===== config.mk =====
export PLATFORM = sky130hd
export DESIGN_NAME = tx_symbol_encoder
export DESIGN_NICKNAME = d
export VERILOG_FILES = /design/src/rtl/enc45_pkg.sv /design/src/rtl/tx_enc_ctrl.sv /design/src/rtl/tx_enc_datapath.sv /design/src/rtl/tx_symbol_encoder.sv
export SDC_FILE = /design/constraint.sdc
export NUM_CORES = 1
export LEC_CHECK = 0
export ABC_AREA = 1
export ABC_CLOCK_PERIOD_IN_PS = 2400
export CAP_MARGIN = 20
export CORE_AREA = 2 2 39 41
export CTS_BUF_LIST = sky130_fd_sc_hd__clkbuf_8
export DETAILED_ROUTE_END_ITERATION = 12
export DIE_AREA = 0 0 41 43
export PLACE_DENSITY_LB_ADDON = 0.1
export SLEW_MARGIN = 5
export SYNTH_ARGS = -nofsm -noshare
export SYNTH_HDL_FRONTEND = slang
export SYNTH_SLANG_ARGS = --single-unit

===== constraint.sdc =====
create_clock -name clk -period 2.4 [get_ports clk]
set_input_delay 0.48 -clock clk [delete_from_list [all_inputs] [get_ports clk]]
set_output_delay 0.48 -clock clk [all_outputs]
set_load 0.01 [all_outputs]

===== src/rtl/enc45_pkg.sv =====
package enc45_pkg;

  localparam int NIBBLE_W = 4;
  localparam int CODE_W   = NIBBLE_W + 1;

  localparam logic [CODE_W-1:0] CODE_IDLE = 5'b11111;
  localparam logic [CODE_W-1:0] CODE_J    = 5'b11000;
  localparam logic [CODE_W-1:0] CODE_K    = 5'b10001;
  localparam logic [CODE_W-1:0] CODE_T    = 5'b01101;
  localparam logic [CODE_W-1:0] CODE_R    = 5'b00111;
  localparam logic [CODE_W-1:0] CODE_HALT = 5'b00100;

  typedef enum logic [1:0] {
    ST_IDLE  = 2'd0,
    ST_SENDK = 2'd1,
    ST_DATA  = 2'd2,
    ST_SENDR = 2'd3
  } encStateT;

  // strobes from control to datapath; none set means idle fill
  typedef struct packed {
    logic selJ;
    logic selK;
    logic selT;
    logic selR;
    logic selData;
    logic selHalt;
    logic selBypass;
  } encStrobeT;

  function automatic logic [CODE_W-1:0] dataCode(input logic [NIBBLE_W-1:0] nib);
    logic [CODE_W-1:0] c;
    case (nib)
      4'h0: c = 5'b11110;
      4'h1: c = 5'b01001;
      4'h2: c = 5'b10100;
      4'h3: c = 5'b10101;
      4'h4: c = 5'b01010;
      4'h5: c = 5'b01011;
      4'h6: c = 5'b01110;
      4'h7: c = 5'b01111;
      4'h8: c = 5'b10010;
      4'h9: c = 5'b10011;
      4'hA: c = 5'b10110;
      4'hB: c = 5'b10111;
      4'hC: c = 5'b11010;
      4'hD: c = 5'b11011;
      4'hE: c = 5'b11100;
      default: c = 5'b11101;
    endcase
    return c;
  endfunction

endpackage


===== src/rtl/tx_enc_ctrl.sv =====
module tx_enc_ctrl
  import enc45_pkg::*;
(
  input  logic      clk,
  input  logic      rstN,
  input  logic      txEnable,
  input  logic      txError,
  input  logic      bypassEn,
  output encStrobeT strobes
);

  encStateT state, nextState;

  always_comb begin
    strobes   = '0;
    nextState = state;
    if (bypassEn) begin
      strobes.selBypass = 1'b1;
      nextState         = ST_IDLE;
    end else begin
      case (state)
        ST_IDLE: begin
          if (txEnable) begin
            strobes.selJ = 1'b1;
            nextState    = ST_SENDK;
          end
        end
        ST_SENDK: begin
          strobes.selK = 1'b1;
          nextState    = ST_DATA;
        end
        ST_DATA: begin
          if (txEnable) begin
            if (txError) strobes.selHalt = 1'b1;
            else         strobes.selData = 1'b1;
          end else begin
            strobes.selT = 1'b1;
            nextState    = ST_SENDR;
          end
        end
        default: begin
          strobes.selR = 1'b1;
          nextState    = ST_IDLE;
        end
      endcase
    end
  end

  always_ff @(posedge clk or negedge rstN) begin
    if (!rstN) state <= ST_IDLE;
    else       state <= nextState;
  end


  strobe_onehot_chk: assert property (@(posedge clk) disable iff (!rstN)
    $onehot0(strobes));


  jk_pair_chk: assert property (@(posedge clk) disable iff (!rstN)
    strobes.selJ |=> (strobes.selK || strobes.selBypass));


  tr_pair_chk: assert property (@(posedge clk) disable iff (!rstN)
    strobes.selT |=> (strobes.selR || strobes.selBypass));


  k_then_data_or_t_chk: assert property (@(posedge clk) disable iff (!rstN)
    strobes.selK |=> (strobes.selData || strobes.selHalt || strobes.selT || strobes.selBypass));

endmodule


===== src/rtl/tx_enc_datapath.sv =====
module tx_enc_datapath
  import enc45_pkg::*;
(
  input  logic                clk,
  input  logic                rstN,
  input  logic [NIBBLE_W-1:0] txData,
  input  logic                txError,
  input  encStrobeT           strobes,
  output logic [CODE_W-1:0]   codeOut,
  output logic                delimFlag
);

  logic [CODE_W-1:0] codeNext;
  logic              delimNext;

  always_comb begin
    codeNext = CODE_IDLE;
    if      (strobes.selBypass) codeNext = {txError, txData};
    else if (strobes.selJ)      codeNext = CODE_J;
    else if (strobes.selK)      codeNext = CODE_K;
    else if (strobes.selT)      codeNext = CODE_T;
    else if (strobes.selR)      codeNext = CODE_R;
    else if (strobes.selHalt)   codeNext = CODE_HALT;
    else if (strobes.selData)   codeNext = dataCode(txData);
    delimNext = strobes.selJ | strobes.selK | strobes.selT | strobes.selR;
  end

  always_ff @(posedge clk or negedge rstN) begin
    if (!rstN) begin
      codeOut   <= CODE_IDLE;
      delimFlag <= 1'b0;
    end else begin
      codeOut   <= codeNext;
      delimFlag <= delimNext;
    end
  end


  halt_out_chk: assert property (@(posedge clk) disable iff (!rstN)
    strobes.selHalt |=> (codeOut == CODE_HALT && !delimFlag));


  bypass_flag_chk: assert property (@(posedge clk) disable iff (!rstN)
    strobes.selBypass |=> !delimFlag);


  data_flag_chk: assert property (@(posedge clk) disable iff (!rstN)
    strobes.selData |=> !delimFlag);

endmodule


===== src/rtl/tx_symbol_encoder.sv =====
module tx_symbol_encoder
  import enc45_pkg::*;
(
  input  logic                clk,
  input  logic                rstN,
  input  logic [NIBBLE_W-1:0] txData,
  input  logic                txEnable,
  input  logic                txError,
  input  logic                bypassEn,
  output logic [CODE_W-1:0]   codeOut,
  output logic                delimFlag
);

  encStrobeT strobes;

  tx_enc_ctrl ctrl_i (
    .clk      (clk),
    .rstN     (rstN),
    .txEnable (txEnable),
    .txError  (txError),
    .bypassEn (bypassEn),
    .strobes  (strobes)
  );

  tx_enc_datapath dp_i (
    .clk       (clk),
    .rstN      (rstN),
    .txData    (txData),
    .txError   (txError),
    .strobes   (strobes),
    .codeOut   (codeOut),
    .delimFlag (delimFlag)
  );

endmodule


==> results_dict.tcl, run 1 <==
set metrics [dict create \
    cts_setup_buffers 0 \
    syn2layout_area_growth_pct 36.4 \
    ctsLongestPathBuffers 2 \
    status "completed" \
    period_needed_ns 1.74 \
    gp_congestion 0.864 \
    die_x_microns 41 \
    htree_levels 1 \
    antenna_found_initial 0 \
    fin_cells 111 \
    cts_buffers 3 \
    final_cell_mix "nand2_1 (18), clkdlybuf4s50_1 (14), inv_1 (12)" \
    synth_top_family_by_area "simple AND/OR/NAND/NOR gates" \
    worstSetupPathType "reg -> out" \
    ys_warn_count 0 \
    slew_violations 0 \
    setup_viol 0 \
    drt_pass1_iterations 4 \
    maxSlewHeadroom 0.788 \
    ys_seq_area_frac 0.366 \
    hold_viol 0 \
    cp-end-kind "output pin" \
    r2r_start "ctrl_i.state[0]" \
    initial_core_util 0.408 \
    power_leakage_nw 0.365 \
    clkSinkCount 8 \
    arrival_ns 1.26 \
    cts_resized 0 \
    vias_per_cell 4.87 \
    clock_skew_ns 0.00270 \
    vdd_drop_max_v 0.000705 \
    syn_area_sq_um 564 \
    synthAdderAreaFrac 0.0887 \
    max_stage_delay_ns 0.52 \
    synthXorXnorAreaFrac 0.0155 \
    critPathMaxFanout 1 \
    r2r_cells 7 \
    finalNetCount 109 \
    required_ns 1.92 \
    grt_pass1_vias 457 \
    rsz0062_at_grt "false" \
    grt_use_total 0.153 \
    die_h_microns 43 \
    path_clk_slew_ns 0.04 \
    tightest_slew_ns 0.317 \
    ant_nets 0 \
    synth_simple_gate_area_share 0.326 \
    syn_nets 90 \
    worst_path_max_delay_cell "clkdlybuf4s50_1" \
    synth.distinct_cells 22 \
    grt_first_pass_wirelength_microns 1730 \
    cap_violations 0 \
    reg2reg_to "dp_i.codeOut[2]" \
    hold_path_class "in -> async" \
    grt_max_degree 9 \
    crit_cells 1 \
    ios 15 \
    synthMuxAreaShare 0 \
    cp-start-kind "flop" \
    power.density_nw_per_um2 772 \
    cts_hold_buffers 0 \
    max_freq_mhz 576 \
    ys_ff_latch 8 \
    cp_num_buf_inv 1 \
    root_buffer "clkbuf_8" \
    mostFrequentLayoutCell "nand2_1" \
    drc 0 \
    diodes 0 \
    placedCellCount 107 \
    worst_skew_pair.late_latency_ns 0.23 \
    fp.dieArea_sq_um 1760 \
    grt_overflow 0 \
    finalWirelength_microns 1080 \
    synth-compound-area-share 0.0998 \
    final.setup.tns_ns 0 \
    drive_gt1_frac 0.168 \
    crit_chain "clkdlybuf4s50_1" \
    via_count 541 \
    core_sq_um 1380 \
    cp_top_family "buffers and inverters" \
    reg2reg_slack_ns 1.11 \
    tritoncts "yes" \
    syn_avg_cell_area_sq_um 7.33 \
    netlist_instances 77 \
    drtIter0Drc 5 \
    critPathLaunch "dp_i.codeOut[1]" \
    finalCritPeriodShare 0.723 \
    place.detailed.hpwl_microns 921 \
    num_rows 14 \
    numPortBuffers 14 \
    avgRoutedWirePerCell_microns 9.73 \
]
==> metrics by stage <==
step                      hold WS (ns)  power [mW]  area (sq um)  utilization  worst slack, ns
final                            0.513       0.594           769        0.556            0.665
after CTS                        0.521       0.605           769        0.556            0.647
after floorplan                  0.184       0.344           564            -             1.24
after detailed placement         0.629       0.438           724        0.524            0.606
after global routing             0.538       0.642           769        0.556            0.625
after global placement           0.614       0.437           724        0.524            0.666
==> state kept, by name, summed over array words and instances, names as in the netlist <==
signal,flops
dp_i.delimFlag,1
ctrl_i.state,2
dp_i.codeOut,5
==> cell families after synthesis <==
logic type | count (synthesis)
adders and majority gates | 4
DFF | 8
and+or+nand+nor | 39
buffers and inverters | 15
AOI/OAI and AO/OA | 10
xor gates and xnor gates | 1
==> synthesized netlist by cell type <==
cell type | instances | area, sq um
nand2_2 | 1 | 6.26
dfrtp_1 | 3 | 75.1
nand3_1 | 6 | 30.0
nor2_2 | 1 | 6.26
a21oi_2 | 1 | 8.76
xnor2_1 | 1 | 8.76
inv_4 | 1 | 6.26
nand3_4 | 1 | 17.5
nor3_1 | 1 | 5.00
dfstp_2 | 5 | 131
clkinv_1 | 1 | 3.75
inv_1 | 11 | 41.3
o211ai_1 | 1 | 7.51
inv_2 | 2 | 7.51
nand3b_1 | 1 | 7.51
nand2_1 | 18 | 67.6
a21oi_1 | 2 | 10.0
ha_1 | 4 | 50.1
nand3_2 | 1 | 10.0
o21ai_1 | 4 | 20.0
nor2_1 | 9 | 33.8
o21ai_0 | 2 | 10.0
==> where the power goes <==
group / leakage [nW] / switching [mW] / internal, mW / total [mW]
combinational: 0.247 / 0.128 / 0.109 / 0.237
sequential: 0.0910 / 0.0150 / 0.181 / 0.196
clock: 0.0269 / 0.0507 / 0.111 / 0.161
==> area by class of cell <==
cell class,instances,area [sq um]
multi-input combinational,54,299
inverter,15,58.8
tap,16,20.0
clock inverter,1,3.75
clock buffer,3,41.3
timing repair buffer,14,140
sequential,8,206
fill,130,614
==> layer usage <==
metal / up-vias / share of wire / global-route usage / wire length (microns)
li1: 279 / - / - / -
met1: 244 / 0.40 / 0.163 / 436
met2: 14 / 0.49 / 0.225 / 534
met3: 4 / 0.072 / 0.0785 / 78
met4: 0 / 0.029 / 0.100 / 31
met5: - / 0 / 0 / 0
==> worst max path at each step <==
stage / end
finish: codeOut[1]
CTS: codeOut[1]
global placement: dp_i.codeOut[2]
detailed placement: dp_i.codeOut[2]
floorplan: dp_i.codeOut[2]
global route: codeOut[1]
Note: power is estimated with default switching activity, not from simulation.
==> inputs of run 2 (changes only) <==
--- a/config.mk
+++ b/config.mk
@@ -6,7 +6,7 @@
 export NUM_CORES = 1
 export LEC_CHECK = 0
 export ABC_AREA = 1
-export ABC_CLOCK_PERIOD_IN_PS = 2400
+export ABC_CLOCK_PERIOD_IN_PS = 1600
 export CAP_MARGIN = 20
 export CORE_AREA = 2 2 39 41
 export CTS_BUF_LIST = sky130_fd_sc_hd__clkbuf_8
==> constraint.sdc (replaced) <==
create_clock -name clk -period 1.6 [get_ports clk]
set_input_delay 0.32 -clock clk [delete_from_list [all_inputs] [get_ports clk]]
set_output_delay 0.32 -clock clk [all_outputs]
set_load 0.01 [all_outputs]
==> run 2 against run 1 <==
  * Global-route usage is 0.68 points higher
  * First-iteration DRC count grew to 2.6 times the previous value
  * Clock power is 48% higher
  * Non-clock buffer count is 1 higher
  * Utilization is 1.3 points higher
  * Clock skew is 0.0022 ns lower
  * Register-to-register slack worse by 0.81 ns
  * Combinational power is 48% higher
  * Worst hold slack worse by 0.15 ns
  * Final cell count is 0.90% higher
  * Critical path type unchanged
  * Largest cell class unchanged
  * Largest power group unchanged
==> results_dict.tcl, run 2 (synthesized netlist as in run 1, its figures left out) <==
set metrics [dict create \
    status "completed" \
    max_freq_mhz 639 \
    drc 0 \
    critPathMaxFanout 1 \
    final.setup.tns_ns 0 \
    pre_cts_ws_ns 0.0213 \
    reg2reg_to "dp_i.codeOut[3]" \
    fp.dieArea_sq_um 1760 \
    power_leakage_nw 0.401 \
    tritoncts "yes" \
    grt_first_pass_wirelength_microns 1820 \
    slew_violations 0 \
    initial_core_util 0.408 \
    path_clk_slew_ns 0.04 \
    nFillCells 125 \
    diodes 0 \
    vdd_drop_max_v 0.000788 \
    setup_viol 0 \
    htree_levels 1 \
    num_rows 14 \
    worst_path_max_delay_cell "clkdlybuf4s50_1" \
    crit_chain "clkdlybuf4s50_1" \
    clkSinkCount 8 \
    antenna_found_initial 0 \
    cp_num_buf_inv 1 \
    required_ns 1.28 \
    cp_top_family "buffers and inverters" \
    crit_cells 1 \
    avgRoutedWirePerCell_microns 10.2 \
    multi_input_area_sq_um 299 \
    met1_length_microns 445 \
    largest_reg_flops 5 \
    top_layer "met3" \
    drtIter0Drc 13 \
    place_area_sq_um 732 \
    cp-start-kind "flop" \
    drive_gt1_frac 0.177 \
    cts_setup_buffers 0 \
    power.density_nw_per_um2 1120 \
    max_stage_delay_ns 0.52 \
    maxSlewHeadroom 0.782 \
    die_x_microns 41 \
    hold_path_class "in -> async" \
    finalWirelength_microns 1150 \
    ant_nets 0 \
    numPortBuffers 14 \
    syn2layout_area_growth_pct 39.5 \
    top_register "dp_i.codeOut" \
    rsz0062_at_grt "false" \
    mostFrequentLayoutCell "nand2_1" \
    reg2reg_slack_ns 0.30 \
    r2r_start "ctrl_i.state[0]" \
    finalNetCount 110 \
    gp_congestion 0.870 \
    stdcell_area_sq_um 787 \
    core_sq_um 1380 \
    layout_setup_ws_ns 0.0350 \
    arrival_ns 1.25 \
    clock_skew_ns 0.000544 \
    finalCritPeriodShare 0.978 \
    place.detailed.hpwl_microns 934 \
    cts_buffers 3 \
    cp-end-kind "output pin" \
    tightest_slew_ns 0.326 \
    die_h_microns 43 \
    r2r_cells 8 \
    via_count 522 \
    dr_wl_met2_microns 621 \
    worst_skew_pair.late_latency_ns 0.22 \
    hold_viol 0 \
    final_cell_mix "nand2_1 (18), inv_1 (12), clkdlybuf4s50_1 (10)" \
    grt_max_degree 9 \
    grt_pass1_vias 462 \
    period_needed_ns 1.57 \
    grt_use_total 0.160 \
    dr_wl_met3_microns 79 \
    cap_violations 0 \
    biggestRegsByFlops "dp_i.codeOut x5, ctrl_i.state x2, dp_i.delimFlag x1" \
    ios 15 \
    worstSetupPathType "reg -> out" \
    grt_overflow 0 \
    root_buffer "clkbuf_8" \
    drt_pass1_iterations 4 \
    vias_per_cell 4.66 \
    ff_latch_area_sq_um 206 \
    ctsLongestPathBuffers 2 \
]
[run 2: cell type report]
cell class              count  area share
multi-input cells          54       0.380
flip-flops and latches      8       0.262
repair buffers             15       0.200
inverters                  15      0.0747
clock buffers               3      0.0525
well taps                  16      0.0254
clock inverters             1     0.00477
[run 2: metrics by stage]
stage           util  cells  power [mW]  hold slack, ns
6_report       0.569    112       0.883           0.361
5_1_grt        0.569    112       0.965           0.378
4_1_cts        0.561    112       0.908           0.369
3_5_place_dp   0.529    108       0.657           0.610
3_3_place_gp   0.529    108       0.657           0.604
2_1_floorplan      -     77       0.516          0.0244
[run 2: metal layers]
layer / vias to the layer above / global-route usage
li1: 278 / -
met1: 229 / 0.169
met2: 15 / 0.259
met3: 0 / 0.0942
met4: 0 / 0.0400
met5: - / 0
[run 2: worst max-delay path by stage]
stage | from | end | slack [ns]
4_1_cts | dp_i.codeOut[1] | codeOut[1] | 0.01
2_1_floorplan | ctrl_i.state[0] | dp_i.codeOut[2] | 0.44
5_1_grt | dp_i.codeOut[3] | codeOut[3] | 0.01
3_3_place_gp | bypassEn | dp_i.codeOut[2] | 0.07
3_5_place_dp | bypassEn | dp_i.codeOut[2] | 0.02
6_report | dp_i.codeOut[3] | codeOut[3] | 0.03
[run 2: repair_timing]
item,in CTS,in global routing
resized for setup,0,4
hold endpoints to repair,0,0
setup endpoints to repair,0,4
hold buffers,0,0
[run 2: where the power goes]
group / switching, mW / internal (mW) / leakage [nW]
Clock: 0.0732 / 0.166 / 0.0269
Combinational: 0.191 / 0.160 / 0.283
Sequential: 0.0219 / 0.271 / 0.0910
